**config.mk**
```make
export PLATFORM = sky130hd
export DESIGN_NAME = pwr_mode_ctrl
export DESIGN_NICKNAME = d
export VERILOG_FILES = /design/src/rtl/pwr_mode_pkg.sv /design/src/rtl/pwr_cfg_regs.sv /design/src/rtl/pwr_wake_sel.sv /design/src/rtl/pwr_wake_timer.sv /design/src/rtl/pwr_mode_fsm.sv /design/src/rtl/pwr_mode_ctrl.sv
export SDC_FILE = /design/constraint.sdc
export NUM_CORES = 1
export LEC_CHECK = 0
export BUFFER_PORTS_ARGS = -buffer_cell sky130_fd_sc_hd__buf_2
export CORE_ASPECT_RATIO = 1.4
export CORE_MARGIN = 10
export CORE_UTILIZATION = 55
export CTS_CLUSTER_DIAMETER = 80
export CTS_CLUSTER_SIZE = 16
export DETAILED_ROUTE_END_ITERATION = 16
export PLACE_DENSITY = 0.77
export SYNTH_ARGS = -nofsm -noshare
export SYNTH_HDL_FRONTEND = slang
export SYNTH_SLANG_ARGS = --single-unit
```
**constraint.sdc**
```tcl
create_clock -name clk_i -period 1.65 [get_ports clk_i]
set_input_delay 0.33 -clock clk_i [delete_from_list [all_inputs] [get_ports clk_i]]
set_output_delay 0.33 -clock clk_i [all_outputs]
set_load 0.005 [all_outputs]
```
**src/rtl/pwr_mode_pkg.sv**
```systemverilog
package pwr_mode_pkg;
  typedef enum logic [2:0] {
    PM_ACT  = 3'd0,
    PM_ALT  = 3'd1,
    PM_SLP  = 3'd2,
    PM_HIB  = 3'd3,
    PM_WAKE = 3'd4
  } pm_mode_e;

  localparam int unsigned N_SRC   = 5;
  localparam int unsigned SRC_PIN = 0;

  localparam logic [1:0] A_MODE = 2'd0;
  localparam logic [1:0] A_TACT = 2'd1;
  localparam logic [1:0] A_TALT = 2'd2;
  localparam logic [1:0] A_DLY  = 2'd3;
endpackage

```
**src/rtl/pwr_cfg_regs.sv**
```systemverilog
module pwr_cfg_regs #(
  parameter int unsigned TW      = 8,
  parameter int unsigned DLY_W   = 8,
  parameter int unsigned SLP_RST = 4,
  parameter int unsigned HIB_RST = 20,
  localparam int unsigned DW     = 2 * DLY_W
) (
  input  logic             clk_i,
  input  logic             rst_ni,
  input  logic             wr_en_i,
  input  logic [1:0]       wr_addr_i,
  input  logic [DW-1:0]    wr_data_i,
  input  logic             cpu_set_i,
  output logic [TW-1:0]    act_tmpl_o,
  output logic [TW-1:0]    alt_tmpl_o,
  output logic [DLY_W-1:0] dly_slp_o,
  output logic [DLY_W-1:0] dly_hib_o
);
  import pwr_mode_pkg::*;

  logic [TW-1:0]    act_q, alt_q, act_d;
  logic [DLY_W-1:0] slp_q, hib_q;

  always_comb begin
    act_d = act_q;
    if (wr_en_i && wr_addr_i == A_TACT) act_d = wr_data_i[TW-1:0];
    if (cpu_set_i) act_d[0] = 1'b1;
  end

  always_ff @(posedge clk_i or negedge rst_ni) begin
    if (!rst_ni) begin
      act_q <= '1;
      alt_q <= '1;
      slp_q <= DLY_W'(SLP_RST);
      hib_q <= DLY_W'(HIB_RST);
    end else begin
      act_q <= act_d;
      if (wr_en_i && wr_addr_i == A_TALT) alt_q <= wr_data_i[TW-1:0];
      if (wr_en_i && wr_addr_i == A_DLY) begin
        slp_q <= wr_data_i[DLY_W-1:0];
        hib_q <= wr_data_i[DW-1:DLY_W];
      end
    end
  end

  assign act_tmpl_o = act_q;
  assign alt_tmpl_o = alt_q;
  assign dly_slp_o  = slp_q;
  assign dly_hib_o  = hib_q;


  cpu_set_sticks_chk: assert property (@(posedge clk_i) disable iff (!rst_ni)
    cpu_set_i |=> act_q[0]);
endmodule

```
**src/rtl/pwr_wake_sel.sv**
```systemverilog
module pwr_wake_sel
  import pwr_mode_pkg::*;
#(
  parameter int unsigned NS = N_SRC
) (
  input  pm_mode_e        mode_i,
  input  logic [NS-1:0]   wake_i,
  input  logic            irq_i,
  output logic            hit_o
);
  logic [NS-1:0] acc;
  logic          running;

  assign running = (mode_i == PM_ACT) || (mode_i == PM_ALT);

  for (genvar g = 0; g < NS; g++) begin : g_src
    if (g == SRC_PIN) begin : g_pin
      assign acc[g] = wake_i[g] && (mode_i != PM_WAKE);
    end else begin : g_oth
      assign acc[g] = wake_i[g] && (running || mode_i == PM_SLP);
    end
  end

  assign hit_o = (|acc) || (irq_i && running);
endmodule

```
**src/rtl/pwr_wake_timer.sv**
```systemverilog
module pwr_wake_timer #(
  parameter int unsigned W = 8
) (
  input  logic         clk_i,
  input  logic         rst_ni,
  input  logic         load_i,
  input  logic [W-1:0] val_i,
  output logic         done_o
);
  logic [W-1:0] cnt_q;

  always_ff @(posedge clk_i or negedge rst_ni) begin
    if (!rst_ni)              cnt_q <= '0;
    else if (load_i)          cnt_q <= val_i;
    else if (cnt_q != '0)     cnt_q <= cnt_q - 1'b1;
  end

  assign done_o = (cnt_q == '0);


  no_underflow_chk: assert property (@(posedge clk_i) disable iff (!rst_ni)
    (done_o && !load_i) |=> done_o);
endmodule

```
**src/rtl/pwr_mode_fsm.sv**
```systemverilog
module pwr_mode_fsm
  import pwr_mode_pkg::*;
#(
  parameter int unsigned DLY_W = 8
) (
  input  logic             clk_i,
  input  logic             rst_ni,
  input  logic             mode_wr_i,
  input  logic [1:0]       mode_req_i,
  input  logic             hit_i,
  input  logic             done_i,
  input  logic [DLY_W-1:0] dly_slp_i,
  input  logic [DLY_W-1:0] dly_hib_i,
  output pm_mode_e         state_o,
  output logic             load_o,
  output logic [DLY_W-1:0] load_val_o,
  output logic             cpu_set_o
);
  pm_mode_e st_q, st_d;

  always_comb begin
    st_d       = st_q;
    load_o     = 1'b0;
    load_val_o = dly_slp_i;
    cpu_set_o  = 1'b0;
    unique case (st_q)
      PM_ACT: begin
        cpu_set_o = hit_i;
        if (mode_wr_i) st_d = pm_mode_e'({1'b0, mode_req_i});
      end
      PM_ALT: begin
        if (hit_i) begin
          st_d      = PM_ACT;
          cpu_set_o = 1'b1;
        end else if (mode_wr_i) begin
          st_d = pm_mode_e'({1'b0, mode_req_i});
        end
      end
      PM_SLP: if (hit_i) begin
        st_d   = PM_WAKE;
        load_o = 1'b1;
      end
      PM_HIB: if (hit_i) begin
        st_d       = PM_WAKE;
        load_o     = 1'b1;
        load_val_o = dly_hib_i;
      end
      PM_WAKE: if (done_i) begin
        st_d      = PM_ACT;
        cpu_set_o = 1'b1;
      end
      default: st_d = PM_ACT;
    endcase
  end

  always_ff @(posedge clk_i or negedge rst_ni) begin
    if (!rst_ni) st_q <= PM_ACT;
    else         st_q <= st_d;
  end

  assign state_o = st_q;


  wake_exit_chk: assert property (@(posedge clk_i) disable iff (!rst_ni)
    (st_q == PM_WAKE && done_i) |=> st_q == PM_ACT);

  wake_lock_chk: assert property (@(posedge clk_i) disable iff (!rst_ni)
    st_q == PM_WAKE |=> (st_q == PM_WAKE || st_q == PM_ACT));

  hib_hold_chk: assert property (@(posedge clk_i) disable iff (!rst_ni)
    (st_q == PM_HIB && !hit_i) |=> st_q == PM_HIB);

  alt_exit_chk: assert property (@(posedge clk_i) disable iff (!rst_ni)
    (st_q == PM_ALT && hit_i) |=> st_q == PM_ACT);
endmodule

```
**src/rtl/pwr_mode_ctrl.sv**
```systemverilog
module pwr_mode_ctrl
  import pwr_mode_pkg::*;
#(
  parameter int unsigned N_RES   = 7,
  parameter int unsigned DLY_W   = 8,
  parameter int unsigned SLP_RST = 4,
  parameter int unsigned HIB_RST = 20
) (
  input  logic                 clk_i,
  input  logic                 rst_ni,
  input  logic                 wr_en_i,
  input  logic [1:0]           wr_addr_i,
  input  logic [2*DLY_W-1:0]   wr_data_i,
  input  logic [N_SRC-1:0]     wake_i,
  input  logic                 irq_i,
  output logic [N_RES-1:0]     clk_en_o,
  output logic                 cpu_en_o,
  output logic [2:0]           mode_o
);
  localparam int unsigned TW = N_RES + 1;

  logic [TW-1:0]    act_tmpl, alt_tmpl;
  logic [DLY_W-1:0] dly_slp, dly_hib, load_val;
  logic             cpu_set, hit, done, load, mode_wr;
  pm_mode_e         mode_q;

  assign mode_wr = wr_en_i && (wr_addr_i == A_MODE);

  pwr_cfg_regs #(
    .TW(TW), .DLY_W(DLY_W), .SLP_RST(SLP_RST), .HIB_RST(HIB_RST)
  ) u_regs (
    .clk_i, .rst_ni, .wr_en_i, .wr_addr_i, .wr_data_i,
    .cpu_set_i (cpu_set),
    .act_tmpl_o(act_tmpl),
    .alt_tmpl_o(alt_tmpl),
    .dly_slp_o (dly_slp),
    .dly_hib_o (dly_hib)
  );

  pwr_wake_sel #(.NS(N_SRC)) u_sel (
    .mode_i(mode_q), .wake_i, .irq_i, .hit_o(hit)
  );

  pwr_wake_timer #(.W(DLY_W)) u_tmr (
    .clk_i, .rst_ni, .load_i(load), .val_i(load_val), .done_o(done)
  );

  pwr_mode_fsm #(.DLY_W(DLY_W)) u_fsm (
    .clk_i, .rst_ni,
    .mode_wr_i (mode_wr),
    .mode_req_i(wr_data_i[1:0]),
    .hit_i     (hit),
    .done_i    (done),
    .dly_slp_i (dly_slp),
    .dly_hib_i (dly_hib),
    .state_o   (mode_q),
    .load_o    (load),
    .load_val_o(load_val),
    .cpu_set_o (cpu_set)
  );

  always_comb begin
    unique case (mode_q)
      PM_ACT:  {clk_en_o, cpu_en_o} = act_tmpl;
      PM_ALT:  {clk_en_o, cpu_en_o} = alt_tmpl;
      default: {clk_en_o, cpu_en_o} = '0;
    endcase
  end

  assign mode_o = mode_q;


  gated_low_chk: assert property (@(posedge clk_i) disable iff (!rst_ni)
    (mode_q == PM_SLP || mode_q == PM_HIB || mode_q == PM_WAKE)
      |-> (clk_en_o == '0 && !cpu_en_o));

  cpu_return_chk: assert property (@(posedge clk_i) disable iff (!rst_ni)
    ($past(mode_q) == PM_WAKE && mode_q == PM_ACT) |-> cpu_en_o);
endmodule

```
==> out/qor.yml, run 1 <==
outcome:
  outcome: "finished with violations"
  violations: "negative setup slack"
logic_synthesis:
  synth_xor_area_share_pct: 0.821
  yosysSeqAreaShare_pct: 51.5
  synth_top_area_share_pct: 28.1
  synth_simple_gate_area_share_pct: 13.9
  synthCells: 171
  synth_top_family_by_area: "multiplexers"
  avgSynthCellArea_um2: 12.5
  synth-seq-cells: 43
  synth_largest_area_cell: "dfrtp_1"
  yosysUniqueCellTypes: 41
  synthFlopType: "dfrtp_1"
  synth_edf_count: 0
  ys.warnings.count: 0
  syn_area_mm2: 0.00213
  synth-compound-area-share_pct: 8.03
  ys_async_sr_fraction_pct: 100
  synthAdderAreaFrac_pct: 0.586
  synthMuxAreaShare_pct: 23.4
  syn_nets: 199
  synth.area.top_cells: "dfrtp_1 28%, dfstp_2 23%, mux2_2 17%"
timing:
  period_share_pct: 100
  final-setup-viol-count: 1
  finalWorstSetupSlack_ns: -0.000877
  fin_hold_ws_ns: 0.260
  rsz0062_at_grt: "true"
  max_slew_margin_pct: 67.6
  period_minus_slack_ns: 1.65
  hold_violations: 0
  slew_viol_final: 0
  fmax_mhz: 606
  tightestPinTransition_ns: 0.485
  final.setup_skew_ns: 0.00811
  finalSetupTns_ns: -0.000877
power:
  power_mw: 3.91
  leakage_nw: 1.23
  clkPwrFrac_pct: 21.7
  power_switching_mw: 1.24
  vdd_ir_drop_max_v: 0.000990
  p_sw_share_pct: 31.6
  combPwrFrac_pct: 36.8
  p_seq_share_pct: 41.6
  p_per_area_mw_per_mm2: 1430
  p_int_mw: 2.67
cts:
  htree_levels: 2
  cts-buffers-inserted: 5
  cts_tree: "done"
  cts_buffer_depth: 2
  path_clk_slew_ns: 0.08
  root_buffer: "clkbuf_8"
  clock_latency_ns: 0.30
  cts.sinks: 43
critical_path:
  crit_type: "reg -> reg"
  path_max_fanout: 3
  cp.arrival_ns: 1.84
  worstPathRequired_ns: 1.84
  r2r_slack_ns: -0.0009
  startpoint_type: "flop"
  critical_path.endpoint_type: "flop"
layout:
  drive_gt1_share_pct: 59.7
  area_growth_pct: 28.0
  final_cell_count_no_fill: 280
  antenna_cells: 0
  regArea_mm2: 0.00110
  final_core_util_pct: 73.7
  nFillCells: 257
  nets: 265
  multi_input_area_mm2: 0.00104
  fin_area_mm2: 0.00273
placed_design:
  gp_congestion: 0.854
  place_hpwl_mm: 3.68
  port_buffers: 37
  place_area_mm2: 0.00245
  dp_cells: 256
  pre_cts_ws_ns: -0.0371
global_routing:
  overflow: 0
  grt_usage_pct: 15.5
  antenna_found_initial: 0
  grt_pass1_vias: 1734
  grt_max_degree: 28
  grt_pass1_wl_mm: 8.31
hold_path:
  hold_path_class: "in -> reg"
detailed_routing:
  vias: 1612
  drtIter0Drc: 47
  detail_route.vias_per_cell: 5.76
  drc: 0
  totalWireLength_mm: 5.33
  drtAntennaViolNets: 0
  dr.pass1.iters: 4
  drt-wirelength-per-cell_um: 19.0
floorplanning:
  die_h_um: 93.7
  core_area_mm2: 0.00371
  io_pins: 38
  initial_utilization_pct: 57.6
  die-area_mm2: 0.00681
  rows: 26
  die_w_um: 72.7
job:
  drv_cap: 0
[synthesized netlist by cell type (all sizes together), types with 3 or more instances]
master / number
inv: 4
nor2b: 4
o21ai: 5
nand3: 5
dfstp: 19
nand2: 6
clkbuf: 3
mux2i: 14
nor3: 3
nand3b: 3
mux2: 32
o221ai: 3
dfrtp: 24
nor2: 12
a21oi: 6
[kinds of logic after synthesis]
logic type | after synthesis
adder cells (fa/ha/maj) | 1
XOR/XNOR | 2
multiplexers | 46
flip-flops | 43
AO/OA/AOI/OAI | 24
AND/OR/NAND/NOR | 46
buffers and inverters | 9
[placed cells by master (no fill, tap or decap), types with 2 or more instances in the layout]
master,n
mux2i_1,14
nor3_2,2
buf_4,22
clkbuf_8,6
nand2_1,5
o21ai_1,2
mux2_2,32
o221ai_1,3
buf_2,37
nor2b_1,4
dfrtp_1,21
nand3_1,5
a21oi_1,5
nor2_1,12
or2_4,2
nand3b_1,3
dfrtp_2,3
nand2b_1,2
inv_2,2
or4_4,2
buf_6,2
inv_1,2
dfstp_2,19
o32ai_1,2
o21ai_0,3
[sequential cells by signal, summed over array words and instances (netlist names)]
name	cells
u_regs.act_tmpl_o	8
u_regs.alt_tmpl_o	8
u_regs.dly_hib_o	8
u_regs.dly_slp_o	8
u_tmr.cnt_q	8
u_fsm.state_o	3
[power groups by stage]
stage	Combinational, mW	Clock (mW)	Sequential (mW)
6_report	1.44	0.846	1.62
5_1_grt	1.57	0.906	1.65
4_1_cts	1.23	0.858	1.61
3_5_place_dp	1.13	0	1.64
3_3_place_gp	1.08	0	1.62
2_1_floorplan	0.740	0	1.59
[cell type report]
type,count,area share [%]
inverters,4,0.550
well taps,42,1.92
multi-input cells,120,38.1
repair buffers,63,14.8
flip-flops and latches,43,40.4
clock buffers,6,3.02
clock inverters,2,1.28
[repair_timing]
action	in CTS	in global routing
pin swaps	1	1
gates resized for setup	5	11
setup buffers	7	7
hold buffers	1	0
cloned	0	1
setup endpoints to repair	9	14
hold endpoints to repair	14	0
[layer usage]
metal	wire length [um]	GRT usage, %	part of all wire (%)
met1	2050	15.9	38
met2	3020	28.2	57
met3	194	4.44	3.6
met4	68	6.19	1.3
met5	0	0	0
[final timing paths]
path / start / end / cells after the start
worst min register to register: u_regs.dly_slp_o[6]$_DFFE_PN0P_ / u_regs.dly_slp_o[6]$_DFFE_PN0P_ / 1
worst max register to register: u_tmr.cnt_q[1]$_DFFE_PN0P_ / u_tmr.cnt_q[7]$_DFFE_PN0P_ / 5
worst min-delay path: wr_data_i[8] / u_regs.dly_hib_o[0]$_DFFE_PN0P_ / 2
worst max-delay path: u_tmr.cnt_q[1]$_DFFE_PN0P_ / u_tmr.cnt_q[7]$_DFFE_PN0P_ / 5
min in group asynchronous: rst_ni / u_tmr.cnt_q[1]$_DFFE_PN0P_ / 2
max in group asynchronous: rst_ni / u_regs.dly_hib_o[2]$_DFFE_PN1P_ / 3
[critical path: stages, from the launching register on]
cell     delay, ns
dfrtp_1       0.42
buf_6         0.13
or4_4         0.51
nor4_4        0.17
mux2i_1       0.24
o21ai_1       0.07
Power figures use the tool's default switching activity.
==> run 2, diff against run 1 <==
Settings changed: BUFFER_PORTS_ARGS -buffer_cell sky130_fd_sc_hd__buf_2 to default, CAP_MARGIN from default to 20, CORE_UTILIZATION 55 to 60, DONT_BUFFER_PORTS from default to 1, PLACE_DENSITY 0.77 to 0.74.
==> out/qor.yml, run 2 (same netlist as run 1, synthesis figures left out) <==
outcome:
  outcome: "completed"  # was finished with violations
global_routing:
  grt_pass1_wl_mm: 7.51  # was 8.31 mm
  grt_usage_pct: 14.3  # was 15.5%
  grt_max_degree: 44  # was 28
  overflow: 0  # unchanged
  antenna_found_initial: 0  # unchanged
  grt_pass1_vias: 1587  # was 1734
detailed_routing:
  detail_route.vias_per_cell: 6.26  # was 5.76
  vias: 1420  # was 1612
  drc: 0  # unchanged
  dr.pass1.iters: 4  # unchanged
  drtIter0Drc: 112  # was 47
  drt-wirelength-per-cell_um: 20.6  # was 19.0 um
  drtAntennaViolNets: 0  # unchanged
  totalWireLength_mm: 4.67  # was 5.33 mm
critical_path:
  startpoint_type: "flop"  # unchanged
  cp.arrival_ns: 1.79  # was 1.84 ns
  path_max_fanout: 3  # unchanged
  crit_type: "reg -> reg"  # unchanged
  critical_path.endpoint_type: "flop"  # unchanged
  worstPathRequired_ns: 1.82  # was 1.84 ns
floorplanning:
  rows: 25  # was 26
  die_w_um: 70.4  # was 72.7 um
  io_pins: 38  # unchanged
  core_area_mm2: 0.00341  # was 0.00371 mm^2
  die_h_um: 90.6  # was 93.7 um
  initial_utilization_pct: 62.6  # was 57.6%
  die-area_mm2: 0.00638  # was 0.00681 mm^2
power:
  leakage_nw: 0.987  # was 1.23 nW
  vdd_ir_drop_max_v: 0.00113  # was 0.000990 V
  p_per_area_mw_per_mm2: 1430  # about the same
  power_mw: 3.44  # was 3.91 mW
layout:
  final_cell_count_no_fill: 227  # was 280
  antenna_cells: 0  # unchanged
  nFillCells: 245  # was 257
  fin_area_mm2: 0.00240  # was 0.00273 mm^2
  area_growth_pct: 12.6  # was 28.0%
  drive_gt1_share_pct: 47.1  # was 59.7%
  final_common_cell: "mux2_2"  # was buf_2
  nets: 214  # was 265
  final_cell_mix: "32 x mux2_2, 20 x dfrtp_1, 19 x dfstp_2, 14 x mux2i_1, 12 x nor2_1"  # was 37 x buf_2, 32 x mux2_2, 22 x buf_4, 21 x dfrtp_1, 19 x dfstp_2
  final_core_util_pct: 70.5  # was 73.7%
timing:
  final.setup_skew_ns: 0.00648  # was 0.00811 ns
  finalWorstSetupSlack_ns: 0.0312  # was -0.000877 ns
  fin_hold_ws_ns: 0.122  # was 0.260 ns
  period_minus_slack_ns: 1.62  # was 1.65 ns
  slew_viol_final: 0  # unchanged
  final-setup-viol-count: 0  # was 1
  finalSetupTns_ns: 0  # was -0.000877 ns
  tightestPinTransition_ns: 0.484  # was 0.485 ns
  hold_violations: 0  # unchanged
  period_share_pct: 98.1  # was 100%
  max_slew_margin_pct: 67.6  # about the same
  fmax_mhz: 618  # was 606 MHz
placed_design:
  gp_congestion: 0.823  # was 0.854
  place_hpwl_mm: 3.38  # was 3.68 mm
  pre_cts_ws_ns: 0.0235  # was -0.0371 ns
  place_area_mm2: 0.00222  # was 0.00245 mm^2
  port_buffers: 0  # was 37
  dp_cells: 214  # was 256
cts:
  clock_latency_ns: 0.29  # was 0.30 ns
  cts-buffers-inserted: 5  # unchanged
  cts_buffer_depth: 2  # unchanged
  cts_tree: "done"  # unchanged
  cts.sinks: 43  # unchanged
  htree_levels: 2  # unchanged
  root_buffer: "clkbuf_8"  # unchanged
  path_clk_slew_ns: 0.08  # about the same
hold_path:
  hold_path_class: "in -> reg"  # unchanged
job:
  drv_cap: 0  # unchanged
## run 2: changes by cell type in the layout (fill, tap and decap cells not counted), sizes merged
| cell | before | now |
|---|---|---|
| bufinv | 1 | 0 |
| clkinv | 1 | 0 |
| buf | 62 | 12 |
| or2 | 2 | 1 |
| clkbuf | 6 | 8 |
## run 2: worst paths after layout
kind	depth (start not counted)	end	from	slack (ns)
max	4	u_tmr.cnt_q[7]$_DFFE_PN0P_	u_tmr.cnt_q[2]$_DFFE_PN0P_	0.03
min	1	u_fsm.state_o[0]$_DFFE_PN0P_	wake_i[0]	0.12
max reg2reg	4	u_tmr.cnt_q[7]$_DFFE_PN0P_	u_tmr.cnt_q[2]$_DFFE_PN0P_	0.03
min reg2reg	1	u_regs.dly_slp_o[0]$_DFFE_PN0P_	u_regs.dly_slp_o[0]$_DFFE_PN0P_	0.50
max in group asynchronous	2	u_regs.alt_tmpl_o[1]$_DFFE_PN1P_	rst_ni	0.89
min in group asynchronous	2	u_regs.dly_hib_o[6]$_DFFE_PN0P_	rst_ni	0.49
## run 2: metal layers
layer	part of all wire, %	GRT usage [%]	up-vias
met3	7.7	5.50	13
met4	2.7	7.26	0
li1	-	-	653
met5	0	0	-
met2	52	24.8	51
met1	38	14.4	703
## run 2: repair_timing
item,4_1_cts,5_1_grt
gates resized for setup,2,9
setup endpoints to repair,9,15
gates cloned,0,0
hold endpoints to repair,43,0
setup buffers,2,1
hold buffers,2,0
## run 2: final cells by class
class / count / area [um^2] / share of cell area [%]
clock buffer: 8 / 100 / 4.16
inverter: 4 / 15.0 / 0.625
multi-input combinational: 119 / 1010 / 42.2
sequential: 43 / 1100 / 46.0
tap: 40 / 50.0 / 2.08
timing repair buffer: 13 / 120 / 5.00
## run 2: where the power goes
part | internal (mW) | leakage [nW] | switching [mW]
sequential | 1.39 | 0.483 | 0.261
combinational | 0.559 | 0.452 | 0.510
clock | 0.382 | 0.0515 | 0.342
## run 2: worst max-delay path, stage by stage (launching register included)
cell and delay (ns):
dfrtp_1 0.41, or4_4 0.58, nor4_4 0.18, mux2i_1 0.25
o21ai_1 0.08
